File: src/rtl/ecc_resp_pkg.sv
package ecc_resp_pkg;

    typedef enum logic [1:0] {
        RGN_CODE = 2'd0,
        RGN_DATA = 2'd1,
        RGN_SRAM = 2'd2,
        RGN_NONE = 2'd3
    } region_e;

    typedef enum logic [1:0] {
        ESC_IDLE    = 2'd0,
        ESC_PENDING = 2'd1,
        ESC_RESET   = 2'd2
    } esc_state_e;

    typedef enum logic {
        CAP_OPEN = 1'b0,
        CAP_HELD = 1'b1
    } cap_state_e;

    localparam int STAT_W      = 5;
    localparam int B_SRAM_SBE  = 0;
    localparam int B_CODE_DBE  = 1;
    localparam int B_DATA_DBE  = 2;
    localparam int B_SRAM_DBE  = 3;
    localparam int B_RESET     = 4;

    localparam logic OFS_STATUS = 1'b0;
    localparam logic OFS_CAPADR = 1'b1;

endpackage

File: src/rtl/ecc_event_decode.sv
module ecc_event_decode
    import ecc_resp_pkg::*;
(
    input  logic       acc_valid,
    input  logic [1:0] acc_region,
    input  logic       acc_sbe,
    input  logic       acc_dbe,
    output logic       flash_fix,
    output logic       sram_sbe_ev,
    output logic       code_dbe_ev,
    output logic       data_dbe_ev,
    output logic       sram_dbe_ev
);
    region_e rgn;

    always_comb begin
        rgn         = region_e'(acc_region);
        flash_fix   = 1'b0;
        sram_sbe_ev = 1'b0;
        code_dbe_ev = 1'b0;
        data_dbe_ev = 1'b0;
        sram_dbe_ev = 1'b0;
        if (acc_valid) begin
            // double-bit handling overrides single-bit handling
            unique case (rgn)
                RGN_CODE: begin
                    code_dbe_ev = acc_dbe;
                    flash_fix   = acc_sbe && !acc_dbe;
                end
                RGN_DATA: begin
                    data_dbe_ev = acc_dbe;
                    flash_fix   = acc_sbe && !acc_dbe;
                end
                RGN_SRAM: begin
                    sram_dbe_ev = acc_dbe;
                    sram_sbe_ev = acc_sbe && !acc_dbe;
                end
                RGN_NONE: ;
            endcase
        end
    end
endmodule

File: src/rtl/ecc_escalate_fsm.sv
module ecc_escalate_fsm
    import ecc_resp_pkg::*;
(
    input  logic clk,
    input  logic rst_n,
    input  logic code_dbe_ev,
    input  logic ack,
    output logic pending,
    output logic reset_req
);
    esc_state_e state_q, state_d;

    always_ff @(posedge clk or negedge rst_n) begin
        if (!rst_n) state_q <= ESC_IDLE;
        else        state_q <= state_d;
    end

    always_comb begin
        state_d = state_q;
        unique case (state_q)
            ESC_IDLE:    if (code_dbe_ev) state_d = ESC_PENDING;
            ESC_PENDING: begin
                if (code_dbe_ev) state_d = ESC_RESET;
                else if (ack)    state_d = ESC_IDLE;
            end
            ESC_RESET:   state_d = ESC_RESET;
            default:     state_d = ESC_IDLE;
        endcase
    end

    always_comb begin
        pending   = 1'b0;
        reset_req = 1'b0;
        unique case (state_q)
            ESC_IDLE:    ;
            ESC_PENDING: pending = 1'b1;
            ESC_RESET: begin
                pending   = 1'b1;
                reset_req = 1'b1;
            end
            default:     ;
        endcase
    end
endmodule

File: src/rtl/ecc_capture_fsm.sv
module ecc_capture_fsm
    import ecc_resp_pkg::*;
#(
    parameter int AW = 32
) (
    input  logic          clk,
    input  logic          rst_n,
    input  logic          sram_sbe_ev,
    input  logic [AW-1:0] addr,
    input  logic          release_req,
    output logic          held,
    output logic [AW-1:0] cap_addr
);
    cap_state_e    state_q, state_d;
    logic          load;
    logic [AW-1:0] addr_q;

    always_ff @(posedge clk or negedge rst_n) begin
        if (!rst_n) begin
            state_q <= CAP_OPEN;
            addr_q  <= '0;
        end else begin
            state_q <= state_d;
            if (load) addr_q <= addr;
        end
    end

    always_comb begin
        state_d = state_q;
        load    = 1'b0;
        unique case (state_q)
            CAP_OPEN: if (sram_sbe_ev) begin
                state_d = CAP_HELD;
                load    = 1'b1;
            end
            CAP_HELD: if (release_req) begin
                if (sram_sbe_ev) load = 1'b1;
                else             state_d = CAP_OPEN;
            end
            default: state_d = CAP_OPEN;
        endcase
    end

    always_comb begin
        held     = (state_q == CAP_HELD);
        cap_addr = addr_q;
    end
endmodule

File: src/rtl/ecc_resp_ctrl.sv
module ecc_resp_ctrl
    import ecc_resp_pkg::*;
#(
    parameter int AW = 32,
    parameter int DW = 32
) (
    input  logic          clk,
    input  logic          rst_n,
    input  logic          acc_valid,
    input  logic [1:0]    acc_region,
    input  logic [AW-1:0] acc_addr,
    input  logic          acc_sbe,
    input  logic          acc_dbe,
    input  logic          reg_wr,
    input  logic          reg_addr,
    input  logic [DW-1:0] reg_wdata,
    output logic [DW-1:0] reg_rdata,
    output logic          corr_sel,
    output logic [AW-1:0] cap_addr,
    output logic          irq,
    output logic          mexc,
    output logic          hw_reset_req
);
    logic flash_fix, sram_sbe_ev, code_dbe_ev, data_dbe_ev, sram_dbe_ev;
    logic [STAT_W-1:0] clr;
    logic cap_held, code_pend, esc_reset;
    logic data_dbe_q, sram_dbe_q;
    logic [STAT_W-1:0] status_q;

    ecc_event_decode u_dec (
        .acc_valid   (acc_valid),
        .acc_region  (acc_region),
        .acc_sbe     (acc_sbe),
        .acc_dbe     (acc_dbe),
        .flash_fix   (flash_fix),
        .sram_sbe_ev (sram_sbe_ev),
        .code_dbe_ev (code_dbe_ev),
        .data_dbe_ev (data_dbe_ev),
        .sram_dbe_ev (sram_dbe_ev)
    );

    always_comb begin
        clr = '0;
        if (reg_wr && reg_addr == OFS_STATUS) clr = reg_wdata[STAT_W-1:0];
    end

    ecc_escalate_fsm u_esc (
        .clk         (clk),
        .rst_n       (rst_n),
        .code_dbe_ev (code_dbe_ev),
        .ack         (clr[B_CODE_DBE]),
        .pending     (code_pend),
        .reset_req   (esc_reset)
    );

    ecc_capture_fsm #(.AW(AW)) u_cap (
        .clk         (clk),
        .rst_n       (rst_n),
        .sram_sbe_ev (sram_sbe_ev),
        .addr        (acc_addr),
        .release_req (clr[B_SRAM_SBE]),
        .held        (cap_held),
        .cap_addr    (cap_addr)
    );

    // sticky double-bit flags for regions without escalation; set wins
    always_ff @(posedge clk or negedge rst_n) begin
        if (!rst_n) begin
            data_dbe_q <= 1'b0;
            sram_dbe_q <= 1'b0;
        end else begin
            data_dbe_q <= data_dbe_ev || (data_dbe_q && !clr[B_DATA_DBE]);
            sram_dbe_q <= sram_dbe_ev || (sram_dbe_q && !clr[B_SRAM_DBE]);
        end
    end

    always_comb begin
        status_q             = '0;
        status_q[B_SRAM_SBE] = cap_held;
        status_q[B_CODE_DBE] = code_pend;
        status_q[B_DATA_DBE] = data_dbe_q;
        status_q[B_SRAM_DBE] = sram_dbe_q;
        status_q[B_RESET]    = esc_reset;
    end

    always_comb begin
        corr_sel     = flash_fix;
        irq          = cap_held;
        mexc         = code_pend || data_dbe_q || sram_dbe_q;
        hw_reset_req = esc_reset;
        reg_rdata    = '0;
        if (reg_addr == OFS_CAPADR) reg_rdata[AW-1:0]     = cap_addr;
        else                        reg_rdata[STAT_W-1:0] = status_q;
    end
endmodule

File: config.mk
export PLATFORM = sky130hd
export DESIGN_NAME = ecc_resp_ctrl
export DESIGN_NICKNAME = d
export VERILOG_FILES = /design/src/rtl/ecc_resp_pkg.sv /design/src/rtl/ecc_event_decode.sv /design/src/rtl/ecc_escalate_fsm.sv /design/src/rtl/ecc_capture_fsm.sv /design/src/rtl/ecc_resp_ctrl.sv
export SDC_FILE = /design/constraint.sdc
export NUM_CORES = 1
export LEC_CHECK = 0
export BUFFER_PORTS_ARGS = -buffer_cell sky130_fd_sc_hd__buf_2
export CORE_ASPECT_RATIO = 0.6
export CORE_UTILIZATION = 25
export CTS_CLUSTER_SIZE = 25
export DETAILED_ROUTE_END_ITERATION = 10
export PLACE_DENSITY = 0.54
export SLEW_MARGIN = 20
export SYNTH_ARGS = -nofsm -noshare
export SYNTH_HDL_FRONTEND = slang
export SYNTH_SLANG_ARGS = --single-unit
export TNS_END_PERCENT = 1
File: constraint.sdc
create_clock -name clk -period 1.6 [get_ports clk]
set_input_delay 0.4 -clock clk [delete_from_list [all_inputs] [get_ports clk]]
set_output_delay 0.4 -clock clk [all_outputs]
set_load 0.005 [all_outputs]
==> results.cfg <==
[outcome]
status = finished with violations
violations = DRC, setup timing

[cts]
clockBufferDepth = 2
cts_root_buf = clkbuf_16
post_cts_buffers = 0
clock_latency_ns = 0.27
cts_made_buffers = 5
clkSinkCount = 37
htree_num_levels = 2
clk_pin_slew_ns = 0.05
cts_tree = done
ctsHoldBuffers = 0

[layout]
finish.cell_count_without_fillers = 352
final_area_um2 = 2730
utilization_pct = 40.0
drive_gt1_share_pct = 67.9
n_fill_cell = 676
num-nets-final = 343
area_growth_pct = 51.7
antenna_cells = 0

[synthesis]
yosys_warnings = 0
synth-main-ff-cell = dfrtp_1
synth_area_um2 = 1800
synth_area_leaders = dfrtp_1 (51%), mux2_2 (23%), and2_1 (9.4%)
yosys-top-cells-count = dfrtp_1 (37), mux2_2 (36), and2_1 (27)
synth-seq-area-share_pct = 51.5
async_flop_share_pct = 100
synth_top_cell_by_area = dfrtp_1
synth_cells = 136
synth_nets = 213
synth-edff-count = 0
synth.avg_cell_area_um2 = 13.2
yosysMostFrequentCell = dfrtp_1
ys_types = 23
synth.ff_latch_count = 37
synth_top_area_share_pct = 51.5

[floorplan]
die_w_um = 112
start_util_pct = 26.4
io_pins = 141
core-area_um2 = 6820
die_h_um = 67.7
dieArea_um2 = 7550
rows = 23

[flow_run]
cap_violations = 0

[route]
vias = 1472
first_pass_iters = 7
drc = 7
wl_per_cell_um = 12.9
first_iter_violations = 37
wirelength_um = 4530
via_per_inst = 4.18
ant_nets = 0

[power_and_ir_drop]
power_density_nw_per_um2 = 1280
ir_worst_vdd_uv = 446
power_leakage_uw = 0.00143

[sta]
min_period_ns = 1.82
fmax_ghz = 0.548
finalCritPeriodShare_pct = 114
setup_violations = 6
slew_headroom_pct = 63.6
finalSetupTns_ns = -0.566
clock_skew_ns = 0.00266
setup_slack_ns = -0.224
hold_viol = 0
final-max-slew-violation-count = 0
tightest_slew_ns = 0.538
grt_setup_unrepaired = yes

[hold_path]
hp-class = primary input to async pin

[place]
dp_slack_ns = -0.289
port-buffer-count = 112
dpl-instance-area_um2 = 2550
place_hpwl_um = 3430
gp_congestion = 0.814
placed_cells = 346

[global_routing]
grt_max_degree = 38
grt_pass1_wl_um = 6970
antenna_found_initial = 0
grt_overflow = 0
grt_use_total_pct = 12.1
grt_pass1_vias = 1379

[setup_path]
crit_required_ns = 1.20
crit_arrival_ns = 1.42
crit_start = u_esc.state_q[0]
cp_max_fo = 2
crit_path_start_kind = flip-flop
path_class = flip-flop to output port
end_kind = output port
r2r_start = u_esc.state_q[1]
## per-stage QoR
step                      hold WS, ns  power [uW]
after floorplan                 0.104        1890
after global placement          0.484        2510
after detailed placement        0.481        2530
after CTS                       0.188        3530
after global routing            0.207        3750
final                           0.162        3490
## worst paths after layout
path	to	cells after the start	slack (ns)
max	mexc	4	-0.22
min	u_cap.cap_addr[4]	2	0.16
max reg2reg	u_esc.state_q[0]	6	0.05
min reg2reg	u_cap.cap_addr[9]	1	0.52
max in group asynchronous	u_cap.cap_addr[15]	2	1.10
min in group clk	u_cap.cap_addr[24]	2	0.35
## metal layers
layer  track usage (%)  share of wire (%)
met4              3.04               0.33
met3              3.77                6.8
met2              18.8                 43
met1              16.4                 50
met5                 0                  0
## logic make-up after synthesis
family / Yosys count / share of synthesized area, %
and+or+nand+nor: 39 / 14.0
muxes: 38 / 23.8
DFF: 37 / 51.5
buffers and inverters: 11 / 3.55
AOI/OAI and AO/OA: 7 / 4.38
adders and majority gates: 4 / 2.78
## flip-flops by register name, indices dropped and copies added (netlist names)
name and flops:
u_cap.cap_addr 32, u_esc.state_q 2, data_dbe_q 1, sram_dbe_q 1
u_cap.held 1
## repair_timing
action,4_1_cts,5_1_grt
pin swaps,1,0
setup endpoints to repair,7,40
gates resized for setup,7,3
## worst max-delay path, cell delays in order (launching register included)
cell,delay [ns]
dfrtp_1,0.38
inv_2,0.09
ha_4,0.21
or3_1,0.34
buf_2,0.13
## power by group
part	internal, uW	leakage, uW	switching [uW]
clock network	556	0.0000655	339
registers	1180	0.000457	172
logic	744	0.000911	491
## layout make-up
type | count | area, um2 | share of cell area (%)
flip-flops and latches | 37 | 926 | 33.9
multi-input cells | 88 | 847 | 31.0
repair buffers | 129 | 699 | 25.6
clock buffers | 5 | 125 | 4.58
well taps | 87 | 109 | 3.99
inverters | 5 | 18.8 | 0.687
clock inverters | 1 | 5.00 | 0.183
## cell usage in the layout (no fill, tap or decap), drive strengths merged
cell type  instances
buf              129
o31ai              1
a31oi              1
nor4bb             1
and2              27
nor2b              2
clkinv             1
o2bb2ai            1
inv                5
a21bo              1
mux2              38
a32o               1
or3                1
clkbuf             5
nor2               2
dfrtp             37
a311oi             1
nand3b             2
nor4b              1
ha                 4
nand2              3
a2111oi            1
(Power assumes the default switching activity.)
